--- src/rtl/pit_pkg.sv ---
package pit_pkg;
  localparam int SEL_W = 2;

  typedef enum logic [1:0] {
    CM_TERM   = 2'd0,
    CM_RATE   = 2'd1,
    CM_SQUARE = 2'd2
  } cnt_mode_e;

  typedef struct packed {
    logic [SEL_W-1:0] sel;
    logic [1:0]       acc;
    logic [2:0]       mode;
    logic             bcd;
  } ctrl_word_t;

  localparam logic [1:0] ACC_LATCH = 2'b00;
  localparam logic [1:0] ACC_PAIR  = 2'b11;
endpackage

--- src/rtl/pit_ctrl_dec.sv ---
module pit_ctrl_dec
  import pit_pkg::*;
#(
  parameter int NUM_CNT = 3
) (
  input  logic               clk_i,
  input  logic               rst_ni,
  input  logic               wr_i,
  input  logic [7:0]         wdata_i,
  output logic [NUM_CNT-1:0] latch_o,
  output logic [NUM_CNT-1:0] cfg_o,
  output cnt_mode_e          mode_o,
  output logic               err_o
);
  ctrl_word_t cw;
  logic sel_ok, mode_ok, is_latch, is_pair, bad;

  assign cw       = ctrl_word_t'(wdata_i);
  assign sel_ok   = int'(cw.sel) < NUM_CNT;
  assign is_latch = cw.acc == ACC_LATCH;
  assign is_pair  = cw.acc == ACC_PAIR;

  always_comb begin
    mode_ok = 1'b1;
    mode_o  = CM_TERM;
    case (cw.mode)
      3'd0:    mode_o = CM_TERM;
      3'd2:    mode_o = CM_RATE;
      3'd3:    mode_o = CM_SQUARE;
      default: mode_ok = 1'b0;
    endcase
  end

  assign bad = wr_i && (!sel_ok || (!is_latch && (!is_pair || !mode_ok || cw.bcd)));

  for (genvar i = 0; i < NUM_CNT; i++) begin : g_strb
    assign latch_o[i] = wr_i && !bad && is_latch && (cw.sel == SEL_W'(i));
    assign cfg_o[i]   = wr_i && !bad && is_pair  && (cw.sel == SEL_W'(i));
  end

  always_ff @(posedge clk_i or negedge rst_ni) begin
    if (!rst_ni) err_o <= 1'b0;
    else         err_o <= bad;
  end


  ctrl_excl_chk: assert property (@(posedge clk_i) disable iff (!rst_ni)
    $onehot0({latch_o, cfg_o}));

  err_src_chk: assert property (@(posedge clk_i) disable iff (!rst_ni)
    err_o |-> $past(wr_i) && $past(latch_o) == '0 && $past(cfg_o) == '0);
endmodule

--- src/rtl/pit_counter.sv ---
module pit_counter
  import pit_pkg::*;
#(
  parameter int DATA_W = 8
) (
  input  logic              clk_i,
  input  logic              rst_ni,
  input  logic              tick_i,
  input  logic              latch_i,
  input  logic              cfg_i,
  input  cnt_mode_e         mode_i,
  input  logic              wr_i,
  input  logic              rd_i,
  input  logic [DATA_W-1:0] wdata_i,
  output logic [DATA_W-1:0] rbyte_o,
  output logic              out_o
);
  localparam int CW = 2 * DATA_W;

  logic [CW-1:0] count_q, period_q, latched_q;
  logic          latch_on_q, rd_hi_q, wr_hi_q, run_q, out_q;
  cnt_mode_e     mode_q;

  logic [CW-1:0] full_load, half_lo, lo_len, hi_len, src;

  assign full_load = {wdata_i, count_q[DATA_W-1:0]};
  assign half_lo   = period_q >> 1;
  assign lo_len    = (half_lo == '0) ? CW'(1) : half_lo;
  assign hi_len    = period_q - half_lo;
  assign src       = latch_on_q ? latched_q : count_q;
  assign rbyte_o   = rd_hi_q ? src[CW-1:DATA_W] : src[DATA_W-1:0];
  assign out_o     = out_q;

  always_ff @(posedge clk_i or negedge rst_ni) begin
    if (!rst_ni) begin
      count_q    <= '0;
      period_q   <= '0;
      latched_q  <= '0;
      latch_on_q <= 1'b0;
      rd_hi_q    <= 1'b0;
      wr_hi_q    <= 1'b0;
      run_q      <= 1'b0;
      out_q      <= 1'b0;
      mode_q     <= CM_TERM;
    end else begin
      if (cfg_i) mode_q <= mode_i;

      // snapshot and read sequencing
      if (latch_i) begin
        if (!latch_on_q) begin
          latch_on_q <= 1'b1;
          rd_hi_q    <= 1'b0;
          latched_q  <= count_q;
        end
      end else if (rd_i) begin
        rd_hi_q <= !rd_hi_q;
        if (latch_on_q && rd_hi_q) latch_on_q <= 1'b0;
      end

      // load or count
      if (wr_i) begin
        if (!wr_hi_q) begin
          count_q[DATA_W-1:0] <= wdata_i;
          run_q   <= 1'b0;
          out_q   <= 1'b0;
          wr_hi_q <= 1'b1;
        end else begin
          wr_hi_q  <= 1'b0;
          period_q <= full_load;
          run_q    <= full_load != '0;
          out_q    <= (full_load != '0) && (mode_q != CM_TERM);
          if (mode_q == CM_SQUARE && full_load != '0)
            count_q <= full_load - (full_load >> 1);
          else
            count_q <= full_load;
        end
      end else if (run_q && tick_i) begin
        case (mode_q)
          CM_TERM: begin
            count_q <= count_q - 1'b1;
            if (count_q == CW'(1)) begin
              out_q <= 1'b1;
              run_q <= 1'b0;
            end
          end
          CM_RATE: begin
            if (count_q == CW'(1)) begin
              count_q <= period_q;
              out_q   <= 1'b1;
            end else begin
              count_q <= count_q - 1'b1;
              out_q   <= count_q != CW'(2);
            end
          end
          default: begin
            if (count_q == CW'(1)) begin
              out_q   <= !out_q;
              count_q <= out_q ? lo_len : hi_len;
            end else begin
              count_q <= count_q - 1'b1;
            end
          end
        endcase
      end
    end
  end


  lsb_stop_chk: assert property (@(posedge clk_i) disable iff (!rst_ni)
    wr_i && !wr_hi_q |=> !run_q && !out_q);

  zero_idle_chk: assert property (@(posedge clk_i) disable iff (!rst_ni)
    wr_i && wr_hi_q && full_load == '0 |=> !run_q);

  latch_hold_chk: assert property (@(posedge clk_i) disable iff (!rst_ni)
    latch_on_q && !rd_i |=> latch_on_q && $stable(latched_q));

  term_sticky_chk: assert property (@(posedge clk_i) disable iff (!rst_ni)
    mode_q == CM_TERM && out_q && !wr_i |=> out_q);
endmodule

--- src/rtl/pit_timer.sv ---
module pit_timer
  import pit_pkg::*;
#(
  parameter int NUM_CNT = 3,
  parameter int DATA_W  = 8,
  parameter int ADDR_W  = 3,
  parameter int SPK_CNT = 2,
  parameter int SPK_BIT = 5
) (
  input  logic               clk_i,
  input  logic               rst_ni,
  input  logic               tick_i,
  input  logic               wr_i,
  input  logic               rd_i,
  input  logic [ADDR_W-1:0]  addr_i,
  input  logic [DATA_W-1:0]  wdata_i,
  output logic [DATA_W-1:0]  rdata_o,
  output logic [NUM_CNT-1:0] out_o,
  output logic               cfg_err_o
);
  localparam logic [ADDR_W-1:0] ADDR_CTRL = ADDR_W'(NUM_CNT);
  localparam logic [ADDR_W-1:0] ADDR_SYS  = ADDR_W'(NUM_CNT + 1);

  logic [NUM_CNT-1:0] latch_s, cfg_s;
  cnt_mode_e          mode_s;
  logic [DATA_W-1:0]  rbyte [NUM_CNT];
  logic [DATA_W-1:0]  rd_byte;

  pit_ctrl_dec #(.NUM_CNT(NUM_CNT)) u_dec (
    .clk_i   (clk_i),
    .rst_ni  (rst_ni),
    .wr_i    (wr_i && addr_i == ADDR_CTRL),
    .wdata_i (wdata_i),
    .latch_o (latch_s),
    .cfg_o   (cfg_s),
    .mode_o  (mode_s),
    .err_o   (cfg_err_o)
  );

  for (genvar i = 0; i < NUM_CNT; i++) begin : g_cnt
    pit_counter #(.DATA_W(DATA_W)) u_cnt (
      .clk_i   (clk_i),
      .rst_ni  (rst_ni),
      .tick_i  (tick_i),
      .latch_i (latch_s[i]),
      .cfg_i   (cfg_s[i]),
      .mode_i  (mode_s),
      .wr_i    (wr_i && addr_i == ADDR_W'(i)),
      .rd_i    (rd_i && addr_i == ADDR_W'(i)),
      .wdata_i (wdata_i),
      .rbyte_o (rbyte[i]),
      .out_o   (out_o[i])
    );
  end

  always_comb begin
    rd_byte = '0;
    for (int i = 0; i < NUM_CNT; i++)
      if (addr_i == ADDR_W'(i)) rd_byte = rbyte[i];
    if (addr_i == ADDR_SYS) rd_byte[SPK_BIT] = out_o[SPK_CNT];
  end

  always_ff @(posedge clk_i or negedge rst_ni) begin
    if (!rst_ni)   rdata_o <= '0;
    else if (rd_i) rdata_o <= rd_byte;
  end


  spk_port_chk: assert property (@(posedge clk_i) disable iff (!rst_ni)
    rd_i && addr_i == ADDR_SYS |=> rdata_o[SPK_BIT] == $past(out_o[SPK_CNT]) && $countones(rdata_o) <= 1);

  ctrl_rd_zero_chk: assert property (@(posedge clk_i) disable iff (!rst_ni)
    rd_i && addr_i == ADDR_CTRL |=> rdata_o == '0);
endmodule

--- config.mk ---
export PLATFORM = sky130hd
export DESIGN_NAME = pit_timer
export DESIGN_NICKNAME = d
export VERILOG_FILES = /design/src/rtl/pit_pkg.sv /design/src/rtl/pit_ctrl_dec.sv /design/src/rtl/pit_counter.sv /design/src/rtl/pit_timer.sv
export SDC_FILE = /design/constraint.sdc
export NUM_CORES = 1
export LEC_CHECK = 0
export BUFFER_PORTS_ARGS = -buffer_cell sky130_fd_sc_hd__buf_4
export CORE_ASPECT_RATIO = 0.75
export CORE_MARGIN = 2
export CORE_UTILIZATION = 65
export CTS_CLUSTER_SIZE = 16
export DETAILED_ROUTE_END_ITERATION = 8
export PLACE_DENSITY = 0.82
export SLEW_MARGIN = 20
export SYNTH_ARGS = -nofsm -noshare
export SYNTH_HDL_FRONTEND = slang
export SYNTH_SLANG_ARGS = --single-unit
--- constraint.sdc ---
create_clock -name clk_i -period 3.27 [get_ports clk_i]
set_clock_uncertainty 0.05 [all_clocks]
set_input_delay 0.327 -clock clk_i [delete_from_list [all_inputs] [get_ports clk_i]]
set_output_delay 0.327 -clock clk_i [all_outputs]
set_load 0.01 [all_outputs]
Word-level counts from Yosys, hierarchy flattened
Cells that the tools add are included.
{"block": "word_totals", "reg_bits": 174, "latchBits": 0, "mem_bits_rw": 0, "mem_bits_ro": 0, "in_bits": 16, "output_inout_bits": 12, "elab_cells": 274, "memories": 0}
{"block": "classes", "add_sub_neg": 9, "n_mul": 0, "div": 0, "order_cmp": 1, "n_eq_ne": 33, "shift": 0, "mux": 99, "bitwise_logic": 0, "n_reduce_logical": 100}
{"op": "16-bit two-way mux", "n": 21}
{"op": "8-bit two-way mux", "n": 12}
{"op": "16-bit case mux with 2 select lines", "n": 3}
{"op": "16-bit by 15-bit subtractor with 16-bit output", "n": 6}
{"op": "1-bit two-way mux", "n": 56}
{"op": "16-bit by 1-bit equality test with 1-bit output (second input constant)", "n": 3}
{"op": "16-bit zero test", "n": 3}
{"op": "16-bit by 2-bit inequality test with 1-bit output (second input constant)", "n": 3}
{"op": "16-bit nonzero test", "n": 3}
{"op": "16-bit by 1-bit subtractor with 16-bit output (second input constant)", "n": 3}
{"op": "15-bit two-way mux", "n": 3}
{"op": "2-bit nonzero test", "n": 18}
{"op": "1-bit logical AND", "n": 30}
{"op": "2-bit AND reduction", "n": 15}
{"op": "3-bit AND reduction", "n": 6}
{"op": "3-bit by 2-bit equality test with 1-bit output (second input constant)", "n": 4}
{"op": "2-bit inequality test (second input constant)", "n": 6}
{"op": "1-bit zero test", "n": 11}
{"op": "2-bit equality test (second input constant)", "n": 5}
{"op": "2-bit zero test", "n": 5}
{"op": "3-bit by 1-bit inequality test with 1-bit output (second input constant)", "n": 3}
{"op": "3-bit inequality test (second input constant)", "n": 3}
{"op": "3-bit nonzero test", "n": 3}
{"op": "2-bit by 1-bit equality test with 1-bit output (second input constant)", "n": 4}
{"op": "other kinds (8)", "n": 13}

Logic depth before layout (Yosys ltp)
{"block": "depth", "ltp_word": 15, "ltp_mapped": 13}

Hierarchy
Synthesis repeated with hierarchy kept, for this count alone.
{"block": "unflattened", "hier_cells": 1858, "area_unflattened_um2": 15920.3}
{"mod": "pit_counter (g_cnt[1].u_cnt)", "instances": 1, "cells_per_inst": 602, "area_per_inst_um2": 5104.9, "seq_area_each_um2": 1376.3}
{"mod": "pit_counter (g_cnt[0].u_cnt)", "instances": 1, "cells_per_inst": 596, "area_per_inst_um2": 5062.4, "seq_area_each_um2": 1376.3}
{"mod": "pit_counter (g_cnt[2].u_cnt)", "instances": 1, "cells_per_inst": 583, "area_per_inst_um2": 5007.3, "seq_area_each_um2": 1376.3}
{"mod": "pit_timer", "instances": 1, "cells_per_inst": 60, "area_per_inst_um2": 605.6, "seq_area_each_um2": 200.2}
{"mod": "pit_ctrl_dec", "instances": 1, "cells_per_inst": 17, "area_per_inst_um2": 140.1, "seq_area_each_um2": 25.0}

Worst setup path after synthesis
No wires, ideal clock.
{"block": "synth_timing", "path_type": "register to register", "from": "register g_cnt[0].u_cnt.count_q[4]", "to": "register g_cnt[0].u_cnt.count_q[11]", "t_arrival_ps": 2736, "path_slack_ps": 407, "stages_incl_launch_ff": 12, "cell_sequence": "dfrtp_1 > inv_1 > ha_1 > or3b_2 > o2111a_1 > a221oi_1 > a311oi_1 > or3_1 > o21a_1 > o21ai_0 > a21oi_1 > a21oi_1"}
{"block": "synth_between", "elab_chain_len": 5}
{"element": "start: declaration", "line": "pit_counter.sv:20", "rtl": "logic [CW-1:0] count_q, period_q, latched_q;"}
{"element": "start signal: indexed assignment", "line": "pit_counter.sv:63", "rtl": "count_q[DATA_W-1:0] <= wdata_i;"}
{"element": "start signal: assignment", "line": "pit_counter.sv:73", "rtl": "count_q <= full_load - (full_load >> 1);"}
{"element": "start signal: assignment", "line": "pit_counter.sv:75", "rtl": "count_q <= full_load;"}
{"element": "16-bit by 1-bit subtractor with 16-bit output (tied with other cells)", "line": "pit_counter.sv:80, pit_counter.sv:91, pit_counter.sv:100"}
{"element": "16-bit two-way mux (tied with other cells)", "line": "pit_counter.sv:96", "rtl": "if (count_q == CW'(1)) begin"}
{"element": "16-bit case mux with 2 select lines or 16-bit two-way mux (tied branches)", "line": "pit_counter.sv:78, pit_counter.sv:72"}
{"element": "16-bit two-way mux or 8-bit two-way mux (tied branches)", "line": "pit_counter.sv:77, pit_counter.sv:62"}
{"element": "16-bit two-way mux (*)", "line": "pit_counter.sv:61", "rtl": "if (wr_i) begin"}
Mark *: on every way between the ends. The rest lies on a longest branch, timed or not. The select of a mux whose other input is x is not followed.
A chain may end at the register's enable or synchronous reset.

Worst setup path in the final report
{"block": "layout_timing", "from": "register g_cnt[2].u_cnt.period_q[0]", "to": "register g_cnt[2].u_cnt.count_q[14]"}
{"block": "layout_between", "elab_chain_len": 6}
{"element": "start: declaration", "line": "pit_counter.sv:20"}
{"element": "start signal: assignment", "line": "pit_counter.sv:69", "rtl": "period_q <= full_load;"}
{"element": "16-bit by 15-bit subtractor with 16-bit output", "line": "pit_counter.sv:29", "rtl": "assign hi_len = period_q - half_lo;"}
{"element": "16-bit two-way mux", "line": "pit_counter.sv:98", "rtl": "count_q <= out_q ? lo_len : hi_len;"}
{"element": "16-bit two-way mux", "line": "pit_counter.sv:96"}
{"element": "16-bit case mux with 2 select lines", "line": "pit_counter.sv:78", "rtl": "case (mode_q)"}
{"element": "16-bit two-way mux", "line": "pit_counter.sv:77", "rtl": "end else if (run_q && tick_i) begin"}
{"element": "16-bit two-way mux", "line": "pit_counter.sv:61"}
{"element": "end signal: indexed assignment", "line": "pit_counter.sv:63"}
{"element": "end signal: assignment", "line": "pit_counter.sv:80", "rtl": "count_q <= count_q - 1'b1;"}
{"element": "end signal: assignment", "line": "pit_counter.sv:98"}
{"element": "end: declaration", "line": "pit_counter.sv:20"}
No other way between the ends. The select of a mux whose other input is x is not followed.

==> metrics.md <==
| Metric | Value |
|---|---|
| DIE HEIGHT | around 140 um |
| Area delta synth->final | 10.4% |
| Clk Latency, worst-skew pair | 450 ps |
| Seq pwr share | a little under a quarter |
| CP arrival | between 3000 and 4000 ps |
| Vias in the first global route | about 13,000 |
| 1st-iter DRT viols | approximately 2,200 |
| Mapped Nets | roughly 2,000 |
| Synth area leader | dfrtp_1 |
| Core area | between 0.02 and 0.025 mm^2 |
| Sw Share | between 40% and 50% |
| Ant diodes | 0 |
| Antenna Nets Post-Route | 0 |
| Worst slew margin | between 40% and 50% |
| Startpoint Class | flop |
| Power share of the combinational group | roughly two thirds |
| Clock slew at reported path FFs | 80 ps |
| WL final | approximately 49,000 um |
| Sequential share of the synthesized area | between 20% and 30% |
| Pwr per Cell Area | just under 1000 mW/mm^2 |
| Die ar. | 0.0248 mm^2 |
| RD Place Congestion | between 1 and 1.5 |
| RSZ-0062 raised after global routing | false |
| Final min period | 3130 ps |
| Hold Crit Class | in2reg |
| Total gr overflow | 0 |
| Syn. warnings | 0 |
| Final Cell Area | 0.0169 mm^2 |
| Top cell by count, worst path | a21oi_1 |
| Sum of negative setup slack | 0 ps |
| Max rail drop VDD | ~650 uV |
| Max Transition Viols Final | 0 |
| Pint | ~8.5 mW |
| Setup violations, final | 0 |
| Period utilization | around 96% |
| Critical-path top delay cell | o22ai_1 |
| Synth Instances | between 1,500 and 2,000 |
| Total GRT Usage | 39.9% |
| Vias/cell | between 6 and 7 |
| Data required, critical path | 3520 ps |
| Critical path type | reg2reg |
| Top cell type's share of synthesized area | between 20% and 30% |
| Nets@finish | slightly above 2,000 |
| Synth area leaders | dfrtp_1 (28%), ha_1 (12%), xnor2_1 (4.4%) |
| Initial core utilization | 66.3% |
| Layout cells sized above 1 | between 10% and 20% |
| Psw | 8.23 mW |
| Crit path largest cell delay | about 540 ps |
| DR pass1 iterations | 8 |
| FP Rows | 48 |
| Clock Power Share | roughly an eighth |
| Dominant synthesized flop cell | dfrtp_1 |
| IO Port Bufs | 27 |
| Synthesized flop and latch total | approximately 170 |
| Longest Clk Path Bufs | 2 |
| Cell variety after synth | just over 90 |
| Post-synth top cells | dfrtp_1 (174), nor2_1 (152), ha_1 (149) |
| Crit path max fanout | 5 |
| DP Wirelength | 37,300 um |
| Mapped Area | 0.0153 mm^2 |
| Lkg Pwr | 7.50 nW |
| Syn_area_per_cell | between 8 and 9 um^2 |
| Clk root buf | clkbuf_16 |
| Max-cap viol count | 0 |
| DR DRC count | 0 |
| Placed Area | between 0.015 and 0.02 mm^2 |
| Async SR Flop Fraction | between 90% and 100% |
| Cts bufs inserted | 17 |
| Crit path cell chain | inv_1, ha_1, fa_1, nand2b_1, a21oi_1, o31a_1, o22ai_1, o211ai_1, a21oi_1, xnor2_1, a21oi_1, a211oi_1 |
| EDFF count, synth | 0 |
| WL/cell | ~23 um |
| CTS tree | built |
| Initial antenna violation count | 1 |
| Worst Tran Pin Value | roughly 780 ps |
| CTS sink count | roughly 170 |
| First-pass GRT wire length | 75,800 um |
| Final Hold Viols | 0 |
| DR vias | approximately 15,000 |
| H-tree levels | 4 |
| FILL cells | about 1,800 |
| Largest net degree at the start of global routing | a little over 60 |
| Crit. End Element | flop |
| Fmax | roughly 320 MHz |
| IO Count | 28 |
| Count leader, synth | dfrtp_1 |
| Status | complete, no violations |
| Die W | about 180 um |
power by group through the flow:
stage | clock (mW) | sequential, mW | combinational (mW)
floorplan | 0 | 3.55 | 7.62
global placement | 0 | 3.77 | 10.2
CTS | 2.05 | 3.77 | 10.6
global route | 2.14 | 3.90 | 11.9
finish | 2.05 | 3.82 | 10.9
detailed placement | 0 | 3.80 | 10.5
final cells by class:
cell class	count	area [um^2]	share of cell area (%)
Clock inverter	15	153	0.905
Inverter	143	537	3.18
Timing Repair Buffer	123	955	5.66
Tap cell	300	375	2.22
Clock buffer	17	425	2.52
Sequential cell	174	4360	25.8
Multi-Input combinational cell	1389	10100	59.7
sequential cells by signal, indices dropped and copies added (netlist names):
signal and cells:
g_cnt.u_cnt.run_q 3, g_cnt.u_cnt.wr_hi_q 3, g_cnt.u_cnt.mode_q 6, g_cnt.u_cnt.period_q 48
g_cnt.u_cnt.count_q 48, g_cnt.u_cnt.rd_hi_q 3, rdata_o 8, g_cnt.u_cnt.latched_q 48
g_cnt.u_cnt.latch_on_q 3, u_dec.err_o 1, g_cnt.u_cnt.out_o 3
routing by layer:
layer  vias to the layer above  routed length [um]  global-route usage (%)
li1                       6555                   -                       -
met1                      6909               20600                    57.0
met2                       956               20000                    57.2
met3                       131                6660                    14.3
met4                         0                1420                    11.4
met5                         -                   0                       0
cells in the final DEF (no fill, tap or decap), types with 12 or more instances in the layout:
cell type / n
a211oi_1: 16
a21oi_1: 117
a221oi_1: 15
a22oi_1: 21
a31oi_1: 46
and2_1: 13
buf_4: 119
clkbuf_16: 17
dfrtp_1: 173
ha_1: 149
inv_1: 141
mux2_2: 54
mux4_2: 23
nand2_1: 148
nand2b_1: 21
nand3_1: 47
nor2_1: 152
nor2b_1: 20
nor3_1: 38
o211ai_1: 14
o21ai_0: 131
o21bai_1: 17
o22ai_1: 14
or3_1: 12
xnor2_1: 76
xor2_1: 35
worst paths after layout:
path	start	to	slack, ps	cells after the start
min	rd_i	rdata_o[5]$_DFFE_PN0P_	100	2
max	g_cnt[2].u_cnt.period_q[0]$_DFFE_PN0P_	g_cnt[2].u_cnt.count_q[14]$_DFFE_PN0P_	140	12
max in group asynchronous	rst_ni	g_cnt[0].u_cnt.mode_q[1]$_DFFE_PN0P_	2030	3
min reg2reg	g_cnt[2].u_cnt.period_q[0]$_DFFE_PN0P_	g_cnt[2].u_cnt.period_q[0]$_DFFE_PN0P_	440	2
min in group asynchronous	rst_ni	g_cnt[2].u_cnt.latched_q[1]$_DFFE_PN0P_	370	2
max reg2reg	g_cnt[2].u_cnt.period_q[0]$_DFFE_PN0P_	g_cnt[2].u_cnt.count_q[14]$_DFFE_PN0P_	140	12
per-stage QoR:
stage | hold WS, ps | power, mW | util [%] | cells | setup WS, ps
finish | 101 | 16.7 | 73.2 | 2161 | 141
detailed placement | 302 | 14.3 | 70.5 | 2128 | 29.4
global placement | 306 | 14.0 | 70.5 | 2128 | 180
floorplan | -18.6 | 11.2 | - | 1789 | 407
global route | 106 | 17.9 | 73.2 | 2161 | 18.3
CTS | 81.8 | 16.4 | 73.0 | 2161 | 25.2
kinds of logic after synthesis:
logic type / count (synthesis) / share of synthesized area (%)
AO/OA/AOI/OAI: 515 / 21.7
XOR/XNOR: 111 / 6.36
adder cells (fa/ha/maj): 155 / 13.0
buffers and inverters: 226 / 5.76
flip-flops: 174 / 28.5
multiplexers: 89 / 8.26
AND/OR/NAND/NOR: 519 / 16.4
what timing repair did:
item,CTS,global route
endpoints found under the hold margin,59,0
hold buffers,1,0
setup buffers,0,0
endpoints found under the setup margin,0,9
gates resized for setup,0,8
critical path, delay by kind of cell, from the launching register on:
kind	cells	cell delay, ps
compound gates	7	1770
simple gates	1	120
buf+inv	1	90
flops	1	380
fa+ha+maj	2	440
xor+xnor	1	130
Power figures use the tool's default switching activity.
